### src/rtl/codec_xchg_pkg.sv
package codec_xchg_pkg;

    localparam int unsigned SAMPLE_W_DEF = 16;

    // Next-state decision for the status flag
    typedef enum logic [1:0] {
        FLAG_KEEP = 2'd0,
        FLAG_SET  = 2'd1,
        FLAG_CLR  = 2'd2
    } flag_op_e;

    // Decoded exchange events of one cycle
    typedef struct packed {
        logic codec_fire;   // codec-side exchange takes place
        logic dac_write;    // serial side writes the D/A holding register
        logic adc_read;     // serial side reads the A/D holding register
        logic srl_clear;    // any serial-side exchange
    } xchg_ev_t;

    function automatic xchg_ev_t decode_events(
        input logic stb,
        input logic act,
        input logic take,
        input logic put
    );
        xchg_ev_t ev;
        ev.codec_fire = stb & act;
        ev.dac_write  = put;
        ev.adc_read   = take;
        ev.srl_clear  = take | put;
        return ev;
    endfunction

    // The codec-side set has priority over a serial-side clear
    function automatic flag_op_e flag_decide(input xchg_ev_t ev);
        if (ev.codec_fire)
            return FLAG_SET;
        else if (ev.srl_clear)
            return FLAG_CLR;
        else
            return FLAG_KEEP;
    endfunction

endpackage

### src/rtl/codec_xchg_evdec.sv
module codec_xchg_evdec
    import codec_xchg_pkg::*;
(
    input  logic     smp_stb,
    input  logic     active,
    input  logic     srl_take,
    input  logic     srl_put,
    output xchg_ev_t ev
);
    always_comb begin
        ev = decode_events(smp_stb, active, srl_take, srl_put);
    end
endmodule

### src/rtl/codec_xchg_adc_reg.sv
module codec_xchg_adc_reg
    import codec_xchg_pkg::*;
#(
    parameter int unsigned W = SAMPLE_W_DEF
) (
    input  logic         clk,
    input  logic         rst,
    input  xchg_ev_t     ev,
    input  logic [W-1:0] sample_in,
    output logic [W-1:0] hold_q
);
    always_ff @(posedge clk) begin
        if (rst)
            hold_q <= '0;
        else if (ev.codec_fire)
            hold_q <= sample_in;
    end
endmodule

### src/rtl/codec_xchg_dac_path.sv
module codec_xchg_dac_path
    import codec_xchg_pkg::*;
#(
    parameter int unsigned W = SAMPLE_W_DEF
) (
    input  logic         clk,
    input  logic         rst,
    input  xchg_ev_t     ev,
    input  logic [W-1:0] srl_in,
    output logic [W-1:0] conv_q
);
    logic [W-1:0] hold_q;

    // Holding stage: written by the serial side at any time
    always_ff @(posedge clk) begin
        if (rst)
            hold_q <= '0;
        else if (ev.dac_write)
            hold_q <= srl_in;
    end

    // Converter stage: empties the holding stage on a fire; an
    // unrefreshed holding value is simply sent again
    always_ff @(posedge clk) begin
        if (rst)
            conv_q <= '0;
        else if (ev.codec_fire)
            conv_q <= hold_q;
    end
endmodule

### src/rtl/codec_xchg_flag.sv
module codec_xchg_flag
    import codec_xchg_pkg::*;
(
    input  logic     clk,
    input  logic     rst,
    input  xchg_ev_t ev,
    output logic     flag_q
);
    flag_op_e op;

    always_comb begin
        op = flag_decide(ev);
    end

    always_ff @(posedge clk) begin
        if (rst) begin
            flag_q <= 1'b0;
        end else begin
            unique case (op)
                FLAG_SET: flag_q <= 1'b1;
                FLAG_CLR: flag_q <= 1'b0;
                default:  flag_q <= flag_q;
            endcase
        end
    end
endmodule

### src/rtl/codec_xchg.sv
module codec_xchg
    import codec_xchg_pkg::*;
#(
    parameter int unsigned W = SAMPLE_W_DEF
) (
    input  logic         clk,
    input  logic         rst,
    input  logic         smp_stb,
    input  logic         active,
    input  logic [W-1:0] adc_word,
    input  logic         srl_take,
    input  logic         srl_put,
    input  logic [W-1:0] srl_word,
    output logic [W-1:0] dac_word,
    output logic [W-1:0] adc_hold,
    output logic         status
);
    xchg_ev_t ev;

    codec_xchg_evdec u_evdec (
        .smp_stb  (smp_stb),
        .active   (active),
        .srl_take (srl_take),
        .srl_put  (srl_put),
        .ev       (ev)
    );

    codec_xchg_adc_reg #(.W(W)) u_adc (
        .clk       (clk),
        .rst       (rst),
        .ev        (ev),
        .sample_in (adc_word),
        .hold_q    (adc_hold)
    );

    codec_xchg_dac_path #(.W(W)) u_dac (
        .clk    (clk),
        .rst    (rst),
        .ev     (ev),
        .srl_in (srl_word),
        .conv_q (dac_word)
    );

    codec_xchg_flag u_flag (
        .clk    (clk),
        .rst    (rst),
        .ev     (ev),
        .flag_q (status)
    );
endmodule

### config.mk
export PLATFORM = sky130hd
export DESIGN_NAME = codec_xchg
export DESIGN_NICKNAME = d
export VERILOG_FILES = /design/src/rtl/codec_xchg_pkg.sv /design/src/rtl/codec_xchg_evdec.sv /design/src/rtl/codec_xchg_adc_reg.sv /design/src/rtl/codec_xchg_dac_path.sv /design/src/rtl/codec_xchg_flag.sv /design/src/rtl/codec_xchg.sv
export SDC_FILE = /design/constraint.sdc
export NUM_CORES = 1
export LEC_CHECK = 0
export ABC_AREA = 1
export BUFFER_PORTS_ARGS = -buffer_cell sky130_fd_sc_hd__buf_2
export CORE_ASPECT_RATIO = 1.25
export CORE_UTILIZATION = 45
export CTS_BUF_LIST = sky130_fd_sc_hd__clkbuf_16
export DETAILED_ROUTE_END_ITERATION = 7
export HOLD_SLACK_MARGIN = 0.05
export MAX_ROUTING_LAYER = met4
export PLACE_DENSITY = 0.72
export SLEW_MARGIN = 20
export SYNTH_ARGS = -nofsm -noshare
export SYNTH_HDL_FRONTEND = slang
export SYNTH_SLANG_ARGS = --single-unit
### constraint.sdc
create_clock -name clk -period 1.2 [get_ports clk]
set_clock_uncertainty 0.05 [all_clocks]
set_input_delay 0.06 -clock clk [delete_from_list [all_inputs] [get_ports clk]]
set_output_delay 0.06 -clock clk [all_outputs]
set_load 0.02 [all_outputs]
==> qor.yml <==
drt_iter0_markers: 91
drc_errors: 0
track_usage: 0.2163
power_leakage_nw: 1.169
routabilityCongestion: 0.7273
whs_path_depth: 3
io_pins: 71
portBuffers: 70
numClockSinks: 49
clkSlewWorstSetupHoldPaths_ps: 60
rrSetupSlack_ps: 500
hold_class: "in2reg"
post_cts_buffers: 0
synthesis.area_um2: 1991
nNetsFinal: 351
crit_buf_inv: 1
worstReg2RegStart: "u_dac.hold_q[9]$_SDFFE_PP0P_"
ir_drop_uv: 932.9
synth-seq-cells: 49
crit_path_start_kind: "flop"
seqCellArea_um2: 980.9
num_vias: 1766
cts-buffers-inserted: 5
tns_ps: 0
rr_worst_depth: 2
ys.flop_type: "dfxtp_1"
synth.top_cell.area_share: 0.4928
period_needed_ps: 931.9
synthTopCellsByArea: "dfxtp_1, a21oi_2, nand3_1"
whs_endpoint: "u_dac.hold_q[5]$_SDFFE_PP0P_"
die_w_um: 61.49
die_area_um2: 4695
ys_types: 17
timing.fmax_mhz: 1073
postCtsHoldBufs: 33
drt_wl_total_um: 4574
initial_core_util: 0.4781
core_area_um2: 4164
tightest_slew_ps: 287.5
async_flop_share: 0
layout-drive-gt1-share: 0.3898
fillers: 392
cpMaxStageDelayCell: "dfxtp_1"
dp.final_hpwl_um: 2694
ant_nets: 0
avgSynthCellArea_um2: 9.174
clkLatencyLatePin_ps: 280
postLayoutCellArea_um2: 2729
hp-start: "srl_put"
critical_path.top_delay_family: "flip-flops"
synth_top_cell_by_area: "dfxtp_1"
path_class: "reg2out"
period_share: 0.7766
grt-ovfl-total: 0
slowest_delay_ps: 360
cts-root-buf: "clkbuf_16"
grt_pass1_vias: 1720
cts_tree: "yes"
grt_max_degree: 34
areaGrowthSynthToFinish_pct: 37.08
diodes: 0
setup_viol: 0
worst_ep_arrival_time_ps: 820
rsz0062_at_grt: "no"
wire_per_inst_um: 12.40
r2r-end: "u_dac.hold_q[9]$_SDFFE_PP0P_"
power.total_w: 0.003530
viasPerCell: 4.786
final_util: 0.6553
multi_input_area_um2: 797.0
antenna_found_initial: 0
drv_slew: 0
cts_max_level: 2
crit_chain: "buf_2"
hold_violations: 0
grt_pass1_wl_um: 7514
synth-edff-count: 0
yosysSeqAreaShare: 0.4928
rows: 26
placed_cell_area_um2: 2266
synth_fp_nets: 255
die_y_um: 76.36
yosysWarnings: 0
relSlewSlack: 0.8080
ctsResizeCount: 0
outcome: "completed"
synth_common_cells: "dfxtp_1, nand3_1, nor2_1"
dr.pass1.iters: 4
clock_tree.buffer_depth: 2
drv_cap: 0
crit_path_max_fanout: 2
end_kind: "output pin"
pwr_density_cell_nw_per_um2: 1293
crit_required_ps: 1090
yosysMostFrequentCell: "dfxtp_1"
synthCells: 217
## cells in the final DEF (no fill, tap or decap)
| cell type | instances |
|---|---|
| o21ai_0 | 15 |
| nor2_1 | 32 |
| a21oi_2 | 21 |
| inv_2 | 1 |
| nand2_2 | 19 |
| nand2_8 | 1 |
| buf_2 | 70 |
| buf_12 | 2 |
| nand2_1 | 13 |
| clkbuf_16 | 5 |
| o21ai_1 | 1 |
| nand3_1 | 33 |
| clkinv_1 | 1 |
| dfxtp_1 | 49 |
| inv_1 | 2 |
| dlygate4sd3_1 | 33 |
| a21oi_1 | 12 |
| buf_4 | 2 |
| clkinv_2 | 1 |
## worst max-delay path by stage
stage / from / to / slack (ps) / cells past startpoint
4_1_cts: u_dac.conv_q[15]$_SDFFE_PP0P_ / dac_word[15] / 250 / 1
5_1_grt: u_adc.hold_q[5]$_SDFFE_PP0P_ / adc_hold[5] / 230 / 1
3_5_place_dp: srl_put / u_flag.flag_q$_SDFFE_PP0P_ / 300 / 4
2_1_floorplan: u_flag.flag_q$_SDFFE_PP0P_ / u_flag.flag_q$_SDFFE_PP0P_ / 450 / 2
3_3_place_gp: srl_put / u_flag.flag_q$_SDFFE_PP0P_ / 330 / 4
6_report: u_dac.conv_q[15]$_SDFFE_PP0P_ / dac_word[15] / 270 / 1
## final cells by class
cell class	instances	share of cell area
clock buffer	5	0.04585
clock inverter	2	0.002751
inverter	3	0.004585
multi-input combinational	147	0.2921
sequential	49	0.3595
tap	56	0.02568
timing repair buffer	107	0.2696
## layer usage
| layer | up-vias | global-route usage | share of wire |
|---|---|---|---|
| li1 | 907 | - | - |
| met1 | 802 | 0.2578 | 0.43 |
| met2 | 53 | 0.3548 | 0.51 |
| met3 | 4 | 0.05093 | 0.054 |
| met4 | 0 | 0.06000 | 0.0070 |
| met5 | - | - | 0 |
## state kept, by name, indices dropped and copies added, names as in the netlist
name           flops
u_dac.hold_q      16
u_adc.hold_q      16
u_flag.flag_q      1
u_dac.conv_q      16
## where the power goes
part / leakage, nW / total [W] / switching, W / internal [W]
clock network: 0.0685 / 0.00129 / 0.000541 / 0.000745
logic: 0.699 / 0.000493 / 0.000266 / 0.000227
registers: 0.402 / 0.00175 / 0.0000428 / 0.00171
## worst min-delay path: stages
cell     delay, ps
buf_2          190
o21ai_1        160
nor2_1          40
## stage by stage
| step | hold WS [ps] | cells | worst slack [ps] |
|---|---|---|---|
| global placement | 240.4 | 329 | 330.1 |
| detailed placement | 249.3 | 329 | 303.2 |
| global route | 201.9 | 369 | 233.4 |
| floorplan | 144.9 | 217 | 447.2 |
| CTS | 158.3 | 369 | 251.6 |
| finish | 166.8 | 369 | 268.1 |
## cells by family after synthesis
family	after synthesis	share of synthesized area
AND/OR/NAND/NOR	98	0.2376
buffers and inverters	21	0.1068
AO/OA/AOI/OAI	49	0.1628
flip-flops	49	0.4928
Note: power is estimated with default switching activity, not from simulation.
